--- src/rtl/ipa_pkg.sv ---
package ipa_pkg;

    // host-visible register offsets
    typedef enum logic [2:0] {
        HR_STATUS = 3'd0,
        HR_ADDR   = 3'd1,
        HR_DATA0  = 3'd2,
        HR_DATA1  = 3'd3,
        HR_DATA2  = 3'd4,
        HR_DATA3  = 3'd5
    } host_reg_e;

    // status word bit positions
    localparam int ST_CORE_RN  = 0;
    localparam int ST_CODEC_RN = 1;
    localparam int ST_BUSY     = 4;

    localparam int IADDR_W = 8;
    localparam int IDX_W   = 7;
    localparam int NUM_DATA = 4;

    // address register layout: direction in the MSB (bit 7)
    typedef struct packed {
        logic             rd;
        logic [IDX_W-1:0] idx;
    } iaddr_t;

    typedef enum logic {
        SEQ_IDLE = 1'b0,
        SEQ_BUSY = 1'b1
    } seq_state_e;

    // completion strobe handed from the sequencer to the storage side
    typedef struct packed {
        logic             rd;
        logic             wr;
        logic [IDX_W-1:0] idx;
    } xact_t;

    function automatic iaddr_t to_iaddr(input logic [IADDR_W-1:0] a);
        return iaddr_t'(a);
    endfunction

    function automatic logic idx_even(input logic [IDX_W-1:0] i);
        return ~i[0];
    endfunction

endpackage

--- src/rtl/ipa_regfile.sv ---
module ipa_regfile
    import ipa_pkg::*;
#(
    parameter int DW    = 16,
    parameter int DEPTH = 32
) (
    input  logic             clk,
    input  logic             rst,
    input  logic             clr,
    input  logic             wr_en,
    input  logic [IDX_W-1:0] idx,
    input  logic [DW-1:0]    wdata_lo,
    input  logic [DW-1:0]    wdata_hi,
    output logic [DW-1:0]    rdata
);
    localparam int SEL_W = (DEPTH > 1) ? $clog2(DEPTH) : 1;

    logic [DW-1:0] words [DEPTH];
    logic          in_range;
    logic          pair_hi;

    assign in_range = int'(idx) < DEPTH;
    assign pair_hi  = idx_even(idx);

    for (genvar g = 0; g < DEPTH; g++) begin : g_word
        logic [DW-1:0] word_q;
        logic          hit_lo;
        logic          hit_hi;

        assign hit_lo = wr_en && (int'(idx) == g);
        if (g % 2 == 1) begin : g_odd
            assign hit_hi = wr_en && pair_hi && (int'(idx) == g - 1);
        end else begin : g_even
            assign hit_hi = 1'b0;
        end

        always_ff @(posedge clk) begin
            if (rst || clr) begin
                word_q <= '0;
            end else if (hit_lo) begin
                word_q <= wdata_lo;
            end else if (hit_hi) begin
                word_q <= wdata_hi;
            end
        end

        assign words[g] = word_q;
    end

    always_comb begin
        rdata = '0;
        if (in_range) begin
            rdata = words[idx[SEL_W-1:0]];
        end
    end

endmodule

--- src/rtl/ipa_seq.sv ---
module ipa_seq
    import ipa_pkg::*;
#(
    parameter int DW          = 16,
    parameter int BUSY_CYCLES = 4
) (
    input  logic               clk,
    input  logic               rst,
    input  logic               hold,
    input  logic               launch,
    input  logic [IADDR_W-1:0] launch_addr,
    input  logic [DW-1:0]      launch_d0,
    input  logic [DW-1:0]      launch_d1,
    output logic               busy,
    output xact_t              xact,
    output logic [DW-1:0]      x_d0,
    output logic [DW-1:0]      x_d1
);
    localparam int CW = (BUSY_CYCLES > 1) ? $clog2(BUSY_CYCLES + 1) : 1;
    localparam logic [CW-1:0] CNT_LOAD = CW'(BUSY_CYCLES - 1);

    seq_state_e    state_q;
    logic [CW-1:0] cnt_q;
    iaddr_t        addr_q;
    logic [DW-1:0] d0_q;
    logic [DW-1:0] d1_q;
    logic          last;

    assign last = (state_q == SEQ_BUSY) && (cnt_q == '0);

    always_ff @(posedge clk) begin
        if (rst || hold) begin
            state_q <= SEQ_IDLE;
            cnt_q   <= '0;
        end else begin
            case (state_q)
                SEQ_IDLE: begin
                    if (launch) begin
                        state_q <= SEQ_BUSY;
                        cnt_q   <= CNT_LOAD;
                    end
                end
                SEQ_BUSY: begin
                    if (cnt_q == '0) begin
                        state_q <= SEQ_IDLE;
                    end else begin
                        cnt_q <= cnt_q - 1'b1;
                    end
                end
                default: state_q <= SEQ_IDLE;
            endcase
        end
    end

    // operands captured at launch, independent of later host writes
    always_ff @(posedge clk) begin
        if (rst) begin
            addr_q <= '0;
            d0_q   <= '0;
            d1_q   <= '0;
        end else if (launch && state_q == SEQ_IDLE && !hold) begin
            addr_q <= to_iaddr(launch_addr);
            d0_q   <= launch_d0;
            d1_q   <= launch_d1;
        end
    end

    assign busy    = (state_q == SEQ_BUSY);
    assign xact.rd = last && addr_q.rd;
    assign xact.wr = last && !addr_q.rd;
    assign xact.idx = addr_q.idx;
    assign x_d0    = d0_q;
    assign x_d1    = d1_q;

endmodule

--- src/rtl/ipa_host_regs.sv ---
module ipa_host_regs
    import ipa_pkg::*;
#(
    parameter int DW = 16
) (
    input  logic               clk,
    input  logic               rst,
    input  logic               host_en,
    input  logic               host_we,
    input  logic [2:0]         host_sel,
    input  logic [DW-1:0]      host_wdata,
    output logic [DW-1:0]      host_rdata,
    input  logic               launch,
    input  logic               busy,
    input  logic               rd_done,
    input  logic [DW-1:0]      rd_word,
    output logic               addr_wr_req,
    output logic [IADDR_W-1:0] addr_q,
    output logic [DW-1:0]      data0,
    output logic [DW-1:0]      data1,
    output logic               core_rn,
    output logic               codec_rn
);
    logic [NUM_DATA-1:0][DW-1:0] data_q;
    logic                        wr_acc;
    host_reg_e                   sel;
    logic [DW-1:0]               status_word;

    assign sel         = host_reg_e'(host_sel);
    assign wr_acc      = host_en && host_we;
    assign addr_wr_req = wr_acc && (sel == HR_ADDR);

    always_ff @(posedge clk) begin
        if (rst) begin
            core_rn  <= 1'b0;
            codec_rn <= 1'b0;
            addr_q   <= '0;
            data_q   <= '0;
        end else begin
            if (wr_acc && sel == HR_STATUS) begin
                core_rn  <= host_wdata[ST_CORE_RN];
                codec_rn <= host_wdata[ST_CODEC_RN];
            end
            if (launch) begin
                addr_q <= host_wdata[IADDR_W-1:0];
            end
            for (int k = 0; k < NUM_DATA; k++) begin
                if (wr_acc && int'(host_sel) == int'(HR_DATA0) + k) begin
                    data_q[k] <= host_wdata;
                end
            end
            if (rd_done) begin
                data_q[0] <= rd_word;
            end
        end
    end

    always_comb begin
        status_word              = '0;
        status_word[ST_CORE_RN]  = core_rn;
        status_word[ST_CODEC_RN] = codec_rn;
        status_word[ST_BUSY]     = busy;
    end

    always_comb begin
        case (sel)
            HR_STATUS: host_rdata = status_word;
            HR_ADDR:   host_rdata = DW'(addr_q);
            HR_DATA0:  host_rdata = data_q[0];
            HR_DATA1:  host_rdata = data_q[1];
            HR_DATA2:  host_rdata = data_q[2];
            HR_DATA3:  host_rdata = data_q[3];
            default:   host_rdata = '0;
        endcase
    end

    assign data0 = data_q[0];
    assign data1 = data_q[1];

endmodule

--- src/rtl/ipa_port.sv ---
module ipa_port
    import ipa_pkg::*;
#(
    parameter int DW          = 16,
    parameter int DEPTH       = 32,
    parameter int BUSY_CYCLES = 4
) (
    input  logic          clk,
    input  logic          rst,
    input  logic          host_en,
    input  logic          host_we,
    input  logic [2:0]    host_sel,
    input  logic [DW-1:0] host_wdata,
    output logic [DW-1:0] host_rdata,
    output logic          core_rst_n,
    output logic          codec_rst_n
);
    logic               busy;
    logic               hold;
    logic               launch;
    logic               addr_wr_req;
    logic [IADDR_W-1:0] addr_q;
    logic [DW-1:0]      data0;
    logic [DW-1:0]      data1;
    logic [DW-1:0]      rf_rdata;
    logic [DW-1:0]      x_d0;
    logic [DW-1:0]      x_d1;
    xact_t              xact;

    assign hold   = !core_rst_n || !codec_rst_n;
    assign launch = addr_wr_req && !busy && !hold;

    ipa_host_regs #(.DW(DW)) u_regs (
        .clk         (clk),
        .rst         (rst),
        .host_en     (host_en),
        .host_we     (host_we),
        .host_sel    (host_sel),
        .host_wdata  (host_wdata),
        .host_rdata  (host_rdata),
        .launch      (launch),
        .busy        (busy),
        .rd_done     (xact.rd),
        .rd_word     (rf_rdata),
        .addr_wr_req (addr_wr_req),
        .addr_q      (addr_q),
        .data0       (data0),
        .data1       (data1),
        .core_rn     (core_rst_n),
        .codec_rn    (codec_rst_n)
    );

    ipa_seq #(.DW(DW), .BUSY_CYCLES(BUSY_CYCLES)) u_seq (
        .clk         (clk),
        .rst         (rst),
        .hold        (hold),
        .launch      (launch),
        .launch_addr (host_wdata[IADDR_W-1:0]),
        .launch_d0   (data0),
        .launch_d1   (data1),
        .busy        (busy),
        .xact        (xact),
        .x_d0        (x_d0),
        .x_d1        (x_d1)
    );

    ipa_regfile #(.DW(DW), .DEPTH(DEPTH)) u_rf (
        .clk      (clk),
        .rst      (rst),
        .clr      (hold),
        .wr_en    (xact.wr),
        .idx      (xact.idx),
        .wdata_lo (x_d0),
        .wdata_hi (x_d1),
        .rdata    (rf_rdata)
    );

endmodule

--- config.mk ---
export PLATFORM = sky130hd
export DESIGN_NAME = ipa_port
export DESIGN_NICKNAME = d
export VERILOG_FILES = /design/src/rtl/ipa_pkg.sv /design/src/rtl/ipa_regfile.sv /design/src/rtl/ipa_seq.sv /design/src/rtl/ipa_host_regs.sv /design/src/rtl/ipa_port.sv
export SDC_FILE = /design/constraint.sdc
export NUM_CORES = 1
export LEC_CHECK = 0
export ABC_AREA = 1
export BUFFER_PORTS_ARGS = -buffer_cell sky130_fd_sc_hd__buf_2
export CAP_MARGIN = 15
export CORE_MARGIN = 1.5
export CORE_UTILIZATION = 40
export CTS_CLUSTER_SIZE = 16
export DETAILED_ROUTE_END_ITERATION = 8
export HOLD_SLACK_MARGIN = 0.06
export PLACE_DENSITY_LB_ADDON = 0.25
export SYNTH_ARGS = -nofsm -noshare
export SYNTH_HDL_FRONTEND = slang
export SYNTH_SLANG_ARGS = --single-unit
--- constraint.sdc ---
create_clock -name clk -period 2.3 [get_ports clk]
set_input_delay 0.115 -clock clk [delete_from_list [all_inputs] [get_ports clk]]
set_output_delay 0.115 -clock clk [all_outputs]
set_load 0.1 [all_outputs]
# --- Yosys cells after proc, flatten, opt, wreduce, memory -nomap -nowiden ---
# Index checks and enable logic that the tools add are counted.
word_totals:
  regBits: 630
  in_bits: 23
  out_inout_bits: 18
  word_cells: 229
op_classes:
  addsub: 1
  order_cmp: 2
  eq_ne: 42
  n_mux: 45
  n_bitwise: 3
  reduce_logical: 91
ops:
  columns: ["cell", "count"]
  rows:
  - ["16-bit two-way mux", 37]
  - ["7-bit by 6-bit equality test with 1-bit output, second input constant", 16]
  - ["16-bit one-hot mux with 6 select lines", 1]
  - ["16-bit binary-select mux with 5-bit select", 1]
  - ["1-bit logical AND", 63]
  - ["7-bit by 5-bit equality test with 1-bit output, second input constant", 8]
  - ["2-bit nonzero test", 17]
  - ["7-bit by 4-bit equality test with 1-bit output, second input constant", 4]
  - ["3-bit equality test, second input constant", 6]
  - ["7-bit by 3-bit equality test with 1-bit output, second input constant", 2]
  - ["7-bit by 2-bit equality test with 1-bit output, second input constant", 1]
  - ["7-bit logical NOT", 1]
  - ["7-bit by 6-bit less-than comparator with 1-bit output, second input constant", 1]
  - ["3-bit by 2-bit equality test with 1-bit output, second input constant", 2]
  - ["6-bit greater-or-equal comparator, second input constant", 1]
  - ["3-bit logical NOT", 2]
  - ["3-bit two-way mux", 2]
  - ["5-bit NOT with 6-bit output", 1]
  - ["3-bit one-hot mux with 2 select lines", 1]
  - ["1-bit logical NOT", 5]
  - ["3-bit by 1-bit equality test with 1-bit output, second input constant", 1]
  - ["3-bit by 1-bit subtractor with 3-bit output, second input constant", 1]
  - ["1-bit logical OR", 2]
  - ["1-bit two-way mux", 2]
  - ["5 further kinds", 6]

# --- Depth between registers and ports, before layout ---
# Gate-level depths: netlist (run 1).
depth:
  word_depth: 7
  depth_mapped: 15
  mapped_depth_nobuf: 11

# --- Modules after synthesis ---
# From an unflattened synthesis (run 1), not the netlist that was laid out.
unflattened:
  cells_unflattened: 4280
  hier_area_um2: 28786.4
by_module_without_submodules:
  columns: ["module", "instances", "cells_per_inst", "area_per_inst_um2", "seq_area_each_um2"]
  rows:
  - ["ipa_regfile", 1, 3473, 23209.8, 10249.8]
  - ["ipa_host_regs", 1, 513, 3649.8, 1481.4]
  - ["ipa_seq", 1, 290, 1906.8, 880.8]
  - ["ipa_port", 1, 4, 20.0, 0.0]

# --- Least setup slack after synthesis (run 1) ---
# No wires, ideal clock.
synth_timing:
  path_kind: "in2out"
  startpoint: "input port host_sel[0]"
  endpoint: "output port host_rdata[2]"
  arrival_time_ns: 2.286
  t_required_ns: 2.185
  setup_slack_ns: -0.101
  stages: 4
  path_buffers: 1
  path_cell_list: "nor2_1 -> nand2_1 -> clkbuf_1 -> o2111ai_1"
synth_via:
  elab_chain_len: 2
  elab_cells_between_ends: 7
  cone_classes: "eq/ne (5); mux (1); reduce/logical (1)"
synth_lines:
  columns: ["item", "line", "source"]
  rows:
  - ["start: declaration", "ipa_port.sv:12", "input logic [2:0] host_sel,"]
  - ["3-bit equality test (tied with other cells)", "ipa_host_regs.sv:66", "case (sel)"]
  - ["16-bit one-hot mux with 6 select lines *", "ipa_host_regs.sv:66", null]
  - ["end: declaration", "ipa_port.sv:14", "output logic [DW-1:0] host_rdata,"]
# Mark *: on every way between the ends. The rest lies on a longest branch, timed or not.

# --- Final worst setup path (run 1) ---
layout_timing:
  startpoint: "register u_seq.addr_q, in the netlist u_seq.xact[0]"
  endpoint: "register u_regs.data_q, in the netlist u_regs.data0[8]"
layout_via:
  elab_chain_len: 6
  elab_cells_between_ends: 7
  cone_classes: "order compare (1); mux (5); bitwise (1)"
layout_lines:
  columns: ["item", "line", "source"]
  rows:
  - ["start: declaration", "ipa_seq.sv:24", "iaddr_t addr_q;"]
  - ["start signal: assignment", "ipa_seq.sv:62", "addr_q <= to_iaddr(launch_addr);"]
  - ["5-bit NOT with 6-bit output (implied by the code)", "ipa_regfile.sv:53", "rdata = words[idx[SEL_W-1:0]];"]
  - ["16-bit binary-select mux with 5-bit select", "ipa_regfile.sv:53", null]
  - ["16-bit two-way mux (implied by the code) (2 in a row)", "ipa_regfile.sv:53", null]
  - ["16-bit two-way mux *", "ipa_regfile.sv:52", "if (in_range) begin"]
  - ["16-bit two-way mux *", "ipa_host_regs.sv:52", "if (rd_done) begin"]
  - ["end signal: indexed assignment", "ipa_host_regs.sv:49", "data_q[k] <= host_wdata;"]
  - ["end: declaration", "ipa_host_regs.sv:24", "logic [NUM_DATA-1:0][DW-1:0] data_q;"]
# Mark *: on every way between the ends. The rest lies on a longest branch, timed or not. The select of a mux whose other input is x is not followed.
# A chain may end at the register's enable or synchronous reset.

==> flow_results.org, run 1 <==
** Worst setup path
- Delay of the slowest cell on the worst path :: 0.47 ns
- STA classifies the critical path endpoint as a register.
- In this run the critical register-to-register path is launched from u_seq.xact[0].
- Worst Path Max Fanout :: 25
- Crit Reg-Reg Endpoint :: u_regs.data0[8]
- Together, buffers and inverters on the worst path number 3.
- Crit path DAT :: 2.79 ns
- Walking the worst path, the cells encountered are inv_8 -> buf_12 -> buf_4 -> nand2_1 -> nand2_1 -> nand2_1 -> nand2_1 -> nand2_1 -> nand2_1 -> o21ai_0 -> nand3_1 -> nand2_1 -> a21oi_1.
- Crit path required time :: 2.80 ns
- Logic depth of the worst register-to-register path :: 13
- Critical Path Slowest Stage Cell :: sky130_fd_sc_hd__dfxtp_4
- The cell that appears most often on the critical path is sky130_fd_sc_hd__nand2_1.
- The cell family contributing the most delay on the critical path is simple AND/OR/NAND/NOR gates.
- In this run the worst setup path begins at u_seq.xact[0].
- Startpoint class of the critical path :: register
- The critical path is of the register to register type.
- Worst R2R Setup Slack :: 0.007 ns

** Placement
- Final HPWL from detailed placement :: 76.2 mm
- Final estimated routing congestion in global placement :: 0.972
- Timing analysis after detailed placement gives a worst setup slack of -0.0567 ns.
- Quantity of I/O buffers inserted on ports :: 40

** Logic synthesis
- The most used flip-flop cell after synthesis is sky130_fd_sc_hd__dfxtp_1.
- Synthesized Nets :: 4,406
- After synthesis, the cell types taking the most area are sky130_fd_sc_hd__dfxtp_1 (43%), sky130_fd_sc_hd__nand2_1 (20%), sky130_fd_sc_hd__o21ai_0 (11%), sky130_fd_sc_hd__a21oi_1 (9.8%), sky130_fd_sc_hd__clkbuf_1 (3.4%).
- The synthesized netlist occupies a cell area of 0.0290 sq mm.
- Counting flops with an async set or reset pin after synthesis yields a share of 0%.
- Counting every instance in the synthesized netlist gives 4,381.
- Area fraction of the dominant cell type after synthesis :: 43.4%
- Averaged over all synthesized cells, the footprint is 6.63 sq um.
- Sequential elements use 43.4% of the synthesized area.
- Cell type with the highest aggregate area in the netlist :: sky130_fd_sc_hd__dfxtp_1
- Yosys warns :: 0
- Number of enable flip-flop cells after synthesis :: 0
- Synthesis inferred 630 register bits.
- Number of different library cells in the post-synthesis netlist :: 33

** Cells and area
- From synthesis to final layout, the design area changed by 17.7%.
- The sequential cells in the finished layout cover a total of 0.0126 sq mm.
- The number of antenna diodes in the final layout is 0.
- Multi-input combinational cell area :: 0.0144 sq mm
- Measured on the finished design, the core utilization comes to 47.7%.
- Cells with a size suffix above 1 make up 10.8% of the layout.
- Number of inserted filler cells in the final layout :: 7,257
- Layout net count :: 4,423

** Timing
- Across all setup checks in the final design, the least slack found is 0.00679 ns.
- Relative slew slack :: 17.7%
- Count of final max-slew check failures :: 0
- Clk_skew :: 0.0252 ns
- Clock period minus worst slack :: 2.29 ns
- Setup repair after global routing could not meet its margin everywhere.
- For the pin with the worst max-slew slack, the measured transition is 1.22 ns.
- Maximum frequency from static timing analysis :: 0.436 GHz
- Period utilization :: 99.7%
- Count of endpoints failing hold in the final timing report :: 0
- Adding up every negative setup slack in the final design gives 0 ns.
- Setup violations remaining at the end of the flow were counted as 0.

** Floorplan
- The die is 272 microns wide.
- Initial Util :: 40.5%
- Die height :: 272 microns
- The die covers 0.0742 sq mm.
- In this run the standard cell core region covers 0.0717 sq mm.
- In this run the count of I/O pins placed on the die edge is 41.
- In this run the core area contains 98 standard-cell rows.

** Run status
- The flow ran to the end, and the final reports show no timing, DRC or antenna violations.

** Global routing
- First-pass GRT wire length :: 168 mm
- The initial antenna violation count came to 3.
- Entering global routing, the biggest net connects 89 pins.
- Global routing consumed, over all layers together, 29.7% of the routing resources.
- Global routing finished with a remaining overflow of 0.
- Via count of the first global-routing pass :: 26,764

** Routing
- 1st-pass router iterations :: 6
- In this run, the number of DRC markers left after iteration 0 of detailed routing was 3,586.
- For this run, design rule violations remaining after detail routing come to 0.
- Detail-routed via count per cell :: 5.48
- For this block, the routed nets add up to 113 mm of wire.
- The routed layout has 29,579 vias.
- Once detail routing completed, the nets flagged for antenna violations numbered 0.
- Routed len/inst :: 20.9 microns

** Clocking
- For this design, the sink count on the clock tree is 630.
- CTS max path bufs :: 3
- The clock reaches the later pin of the worst-skew pair after 0.63 ns.
- Clock-pin slew was measured on the worst setup and hold paths at 0.06 ns.
- CTS tree :: done
- The clock tree synthesis step divided the H-tree into 3 levels.
- Counting the buffers created by CTS gives 70.
- In this run the clock root is driven by a sky130_fd_sc_hd__clkbuf_16.

** Hold path
- Worst hold path depth :: 4
- Hold Path End :: u_regs.data1[8]
- HP Class :: input pin to register
- Hold path startpoint :: host_wdata[8]

** Power and ir drop
- Across the VDD grid, the largest voltage drop is 651 uV.
- Overall power consumption after layout is estimated at 22,600 uW.
- Total power divided by cell area :: 661 mW/mm^2
- For this design the static power due to leakage is 0.0137 uW.

** Job
- Max-cap violations in this run came to 0.
==> routing by layer <==
layer	GRT usage (%)	part of all wire, %	vias to the layer above
met5	0	0.020	-
met4	12.9	4.4	4
met3	5.62	9.5	243
met2	45.4	43	1354
met1	40.6	43	13617
li1	-	-	14361
==> where the power goes <==
group / internal [uW] / leakage, uW / total [uW] / switching (uW)
Clock: 6540 / 0.00113 / 11400 / 4850
Sequential: 10900 / 0.00508 / 10900 / 12.1
Combinational: 97.3 / 0.00746 / 277 / 180
Total: 17600 / 0.0137 / 22600 / 5040
==> cells in the final DEF (no fill, tap or decap), types with 3 or more instances in the layout <==
master / count
sky130_fd_sc_hd__a22oi_1: 12
sky130_fd_sc_hd__dlygate4sd3_1: 22
sky130_fd_sc_hd__inv_2: 27
sky130_fd_sc_hd__o211ai_1: 10
sky130_fd_sc_hd__nor3_1: 10
sky130_fd_sc_hd__clkbuf_8: 14
sky130_fd_sc_hd__clkinv_2: 12
sky130_fd_sc_hd__a21oi_1: 569
sky130_fd_sc_hd__clkbuf_16: 72
sky130_fd_sc_hd__inv_4: 8
sky130_fd_sc_hd__clkbuf_1: 20
sky130_fd_sc_hd__nor2_8: 4
sky130_fd_sc_hd__nor2_2: 11
sky130_fd_sc_hd__buf_12: 52
sky130_fd_sc_hd__clkinv_1: 19
sky130_fd_sc_hd__o21ai_0: 618
sky130_fd_sc_hd__buf_2: 24
sky130_fd_sc_hd__nand2_2: 5
sky130_fd_sc_hd__bufinv_16: 3
sky130_fd_sc_hd__o21ai_1: 193
sky130_fd_sc_hd__nand4_1: 6
sky130_fd_sc_hd__a221oi_1: 5
sky130_fd_sc_hd__buf_4: 197
sky130_fd_sc_hd__nand2_1: 1531
sky130_fd_sc_hd__inv_1: 115
sky130_fd_sc_hd__nor2_4: 21
sky130_fd_sc_hd__nand3_1: 52
sky130_fd_sc_hd__nand3_2: 3
sky130_fd_sc_hd__buf_6: 5
sky130_fd_sc_hd__nor3_2: 5
sky130_fd_sc_hd__clkinv_8: 4
sky130_fd_sc_hd__nor2_1: 156
sky130_fd_sc_hd__dfxtp_1: 628
==> flip-flops by register name, summed over array words and instances, names as in the netlist, 7 cells and up <==
register,count
u_regs.data0,16
u_regs.data1,16
u_rf.g_word.word_q,512
u_seq.xact,7
u_seq.x_d0,16
u_regs.data_q,32
u_seq.x_d1,16
u_regs.addr_q,8
==> area by class of cell <==
| class | count | share of cell area [%] |
|---|---|---|
| multi-input cells | 3221 | 42.1 |
| flip-flops and latches | 630 | 36.9 |
| repair buffers | 304 | 8.81 |
| clock buffers | 105 | 5.98 |
| well taps | 950 | 3.48 |
| inverters | 171 | 1.96 |
| clock inverters | 21 | 0.725 |
==> logic make-up (layout without fill, tap and decap cells) <==
group                      Yosys count  in the layout  share of synthesized area (%)
and+or+nand+nor                   1806           1806                           24.6
DFF                                630            630                           43.4
AOI/OAI and AO/OA                 1413           1413                           24.7
buffers and inverters              530            601                           7.28
adders and majority gates            2              2                         0.0861
==> how the worst max path moves through the flow <==
stage,to,cells after the start
6_report,u_regs.data0[8],13
5_1_grt,u_rf.g_word[7].word_q[0],9
4_1_cts,u_rf.g_word[7].word_q[0],12
3_5_place_dp,u_rf.g_word[7].word_q[0],12
3_3_place_gp,u_rf.g_word[21].word_q[3],10
2_1_floorplan,host_rdata[2],4
==> Yosys cell counts (all sizes together), types with 6 or more instances <==
master  count
a21oi     570
a221oi      6
a22oi      12
buf        97
clkbuf    262
clkinv     22
dfxtp     630
inv       149
nand2    1537
nand3      55
nand4       6
nor2      192
nor3       16
o211ai     10
o21ai     811
==> worst min-delay path: stages <==
cell and delay [ns]:
sky130_fd_sc_hd__dlygate4sd3_1 0.51, sky130_fd_sc_hd__buf_2 0.10, sky130_fd_sc_hd__inv_1 0.06, sky130_fd_sc_hd__a21oi_1 0.11
==> stage by stage <==
stage | hold WS (ns) | area (sq um) | cells
final | 0.303 | 34200 | 5402
after global routing | 0.309 | 34200 | 5402
after CTS | 0.276 | 34000 | 5396
after detailed placement | 0.406 | 31500 | 5248
after global placement | 0.402 | 31400 | 5246
after floorplan | 0.282 | 29000 | 4381
==> timing repair <==
action,4_1_cts,5_1_grt
hold buffers,22,0
pin swaps,0,4
hold endpoints to repair,82,0
cloned,0,1
setup endpoints to repair,26,157
gates resized for setup,3,39
buffers inserted,0,5
Power figures use the tool's default switching activity.
==> run 2, diff against run 1 <==
==> constraint.sdc (replaced) <==
create_clock -name clk -period 2.45 [get_ports clk]
set_input_delay 0.1225 -clock clk [delete_from_list [all_inputs] [get_ports clk]]
set_output_delay 0.1225 -clock clk [all_outputs]
set_load 0.1 [all_outputs]
==> flow_results.org, run 2 (same netlist as run 1, synthesis figures left out) <==
** Clocking
- Total clock buffers created by CTS :: 72 (was 70)
- The H-tree depth reported by CTS is 3 (unchanged).
- The clock tree root buffer cell was sky130_fd_sc_hd__clkbuf_16 (unchanged).
- CTS tree :: done (unchanged)
- The number of sinks on the clock net is 630 (unchanged).
- The number of buffers on the longest clock path is 3 (unchanged).
- The clock edge transition at the registers on the reported setup and hold paths was 0.06 ns (about the same).
- Worst-Skew Late Latency :: 0.63 ns (about the same)

** Timing
- The number of hold-slack violations in the final timing report is 0 (unchanged).
- Count of final max-slew check failures :: 0 (unchanged)
- Clock period minus worst slack :: 2.40 ns (was 2.29 ns)
- Final count of negative-setup-slack endpoints :: 0 (unchanged)
- Worst Tran Pin Value :: 0.934 ns (was 1.22 ns)
- The final worst setup slack is 0.0458 ns (was 0.00679 ns).
- Maximum frequency from static timing analysis :: 0.416 GHz (was 0.436 GHz)
- Relative slew slack :: 37.1% (was 17.7%)
- The final setup skew came to 0.0334 ns (was 0.0252 ns).
- The post-route clock period utilization came to 98.1% (was 99.7%).

** Cells and area
- Largest registers :: u_rf.g_word.word_q x512, u_regs.data_q x32 (unchanged)
- Number of flip-flops in the largest register :: 512 (unchanged)
- Most common cell after layout, fill and taps aside :: sky130_fd_sc_hd__nand2_1 (unchanged)
- The share of final-layout standard cells stronger than drive strength 1 came to 10.4% (was 10.8%).
- Register bank with the most flops :: u_rf.g_word.word_q (unchanged)
- The cell area after layout is 0.0339 sq mm (was 0.0342 sq mm).
- Layout net count :: 4,405 (was 4,423)
- Final core occ :: 47.3% (was 47.7%)
- The number of fill cells is 7,322 (was 7,257).
- Multi-input combinational cell area :: 0.0144 sq mm (about the same)
- Highest-count cells in the layout ignoring fill and taps: sky130_fd_sc_hd__nand2_1 (1,532), sky130_fd_sc_hd__dfxtp_1 (628), sky130_fd_sc_hd__o21ai_0 (616), sky130_fd_sc_hd__a21oi_1 (569), sky130_fd_sc_hd__o21ai_1 (195) (was sky130_fd_sc_hd__nand2_1 (1,531), sky130_fd_sc_hd__dfxtp_1 (628), sky130_fd_sc_hd__o21ai_0 (618), sky130_fd_sc_hd__a21oi_1 (569), sky130_fd_sc_hd__buf_4 (197)).
- Area growth syn-to-layout :: 16.7% (was 17.7%)
- The register area came to 0.0126 sq mm (unchanged).

** Routing
- Antenna-violating nets left :: 0 (unchanged)
- The first-pass iteration count of the detailed router is 5 (was 6).
- 1st-iter DRT viols :: 3,422 (was 3,586)
- Routed len/inst :: 20.8 microns (was 20.9 microns)
- The wire length after detailed routing came to 112 mm (was 113 mm).
- Via count :: 29,648 (was 29,579)
- Number of remaining DRC errors :: 0 (unchanged)
- Detail-routed via count per cell :: 5.50 (was 5.48)

** Floorplan
- The starting utilization of the core area came to 40.5% (unchanged).
- The area of the placeable core is 0.0717 sq mm (unchanged).
- The boundary pin count was 41 (unchanged).
- Number of rows created at floorplan :: 98 (unchanged)
- Die height :: 272 microns (unchanged)
- Die W :: 272 microns (unchanged)
- Die area :: 0.0742 sq mm (unchanged)

** Power and ir drop
- The power density over cell area is 645 mW/mm^2 (was 661 mW/mm^2).
- The total leakage power is 0.0135 uW (was 0.0137 uW).
- The worst IR drop on VDD is 809 uV (was 651 uV).

** Job
- Number of max-cap violations :: 0 (unchanged)

** Global routing
- The total congestion overflow came to 0 (unchanged).
- Overall routing resource usage :: 29.4% (was 29.7%)
- Largest net degree at the start of global routing :: 103 (was 89)
- First-pass GRT wire length :: 168 mm (about the same)
- The initial antenna violation count was 3 (unchanged).
- The number of global-route vias before repair is 26,518 (was 26,764).

** Worst setup path
- Worst R2R Setup Slack :: 0.05 ns (was 0.007 ns)
- The critical path capture point type is a register (unchanged).
- The type of origin of the critical path was a register (unchanged).
- The maximum cell stage delay along the critical path was 0.54 ns (was 0.47 ns).
- The kind of critical path is register to register (unchanged).
- The buffer and inverter count on the worst path is 3 (unchanged).
- The cell type of the slowest stage on the worst timing path was sky130_fd_sc_hd__dfxtp_4 (unchanged).
- Crit path required time :: 2.94 ns (was 2.80 ns)
- Critical Path Most Common Cell :: sky130_fd_sc_hd__nand2_1 (unchanged)
- The data arrival time of the critical path was 2.90 ns (was 2.79 ns).
- The top fanout value on the critical path is 16 (was 25).
- The family of cells with the greatest summed delay on the critical path was simple AND/OR/NAND/NOR gates (unchanged).
- Critical-path cell list :: inv_8 -> buf_12 -> buf_4 -> nand2_1 -> nand2_1 -> nand2_1 -> nand2_1 -> nand2_1 -> nand2_1 -> o21ai_0 -> nand3_2 -> nand2_1 -> a21oi_1 (was inv_8 -> buf_12 -> buf_4 -> nand2_1 -> nand2_1 -> nand2_1 -> nand2_1 -> nand2_1 -> nand2_1 -> o21ai_0 -> nand3_1 -> nand2_1 -> a21oi_1)

** Placement
- The standard cell area after detailed placement is 0.0312 sq mm (was 0.0315 sq mm).
- Quantity of I/O buffers inserted on ports :: 40 (unchanged)
- Final estimated routing congestion in global placement :: 0.946 (was 0.972)
- The minimum setup slack after placement was 0.0508 ns (was -0.0567 ns).
- Final HPWL from detailed placement :: 75.0 mm (was 76.2 mm)

** Hold path
- The path category of the worst min-delay check was input pin to register (unchanged).

** Run status
- Result of the run :: completed (unchanged)
## run 2: cell count changes in the layout (fill, tap and decap cells not counted), sizes merged, moves of 4 or more
cell / change
clkbuf: +4
buf: -19
clkinvlp: +4
clkinv: -5
bufinv: +4
## run 2: path summary, 6_finish.rpt
check / cells after the start / startpoint / end
worst min register to register: 2 / u_rf.g_word[29].word_q[11] / u_rf.g_word[29].word_q[11]
worst max register to register: 13 / u_seq.xact[0] / u_regs.data0[11]
worst min-delay path: 5 / host_sel[0] / u_regs.core_rn
worst max-delay path: 13 / u_seq.xact[0] / u_regs.data0[11]
## run 2: timing repair
item	CTS	global route
resized for setup	1	14
hold buffers	20	0
endpoints found under the hold margin	82	0
setup endpoints to repair	1	150
gates cloned	0	1
setup buffers	0	2
pin swaps	0	1
## run 2: cell type report
class / count / area share, %
multi-input combinational: 3221 / 42.4
sequential: 630 / 37.2
timing repair buffer: 283 / 7.64
clock buffer: 109 / 6.35
tap: 950 / 3.51
inverter: 171 / 1.96
clock inverter: 21 / 0.897
timing repair inverter: 1 / 0.0221
antenna: 2 / 0.0148
## run 2: worst reg2reg max path: stages, from the launching register on
cell and delay, ns:
sky130_fd_sc_hd__dfxtp_4 0.54, sky130_fd_sc_hd__inv_8 0.15, sky130_fd_sc_hd__buf_12 0.20, sky130_fd_sc_hd__buf_4 0.18, sky130_fd_sc_hd__nand2_1 0.06, sky130_fd_sc_hd__nand2_1 0.05, sky130_fd_sc_hd__nand2_1 0.09, sky130_fd_sc_hd__nand2_1 0.07
sky130_fd_sc_hd__nand2_1 0.08, sky130_fd_sc_hd__nand2_1 0.05, sky130_fd_sc_hd__o21ai_0 0.43, sky130_fd_sc_hd__nand3_2 0.22, sky130_fd_sc_hd__nand2_1 0.11, sky130_fd_sc_hd__a21oi_1 0.06
## run 2: metrics by stage
stage	instances	hold slack [ns]	power (uW)	setup TNS, ns
floorplan	4381	0.289	10600	0
CTS	5382	0.0757	21900	-0.0374
global route	5387	0.134	22400	-0.0133
detailed placement	5232	0.427	10700	0
finish	5388	0.106	21900	0
global placement	5229	0.418	10700	-0.288
## run 2: power breakdown
group | switching [uW] | leakage [uW] | total (uW) | internal (uW)
logic | 165 | 0.00725 | 246 | 81.8
clock network | 4550 | 0.00121 | 11400 | 6810
registers | 11.4 | 0.00508 | 10300 | 10300
## run 2: routing by layer
metal	part of all wire [%]	GRT usage [%]
met1	43	40.9
met5	0.0071	0
met4	3.9	11.3
met3	11	6.33
met2	43	44.2
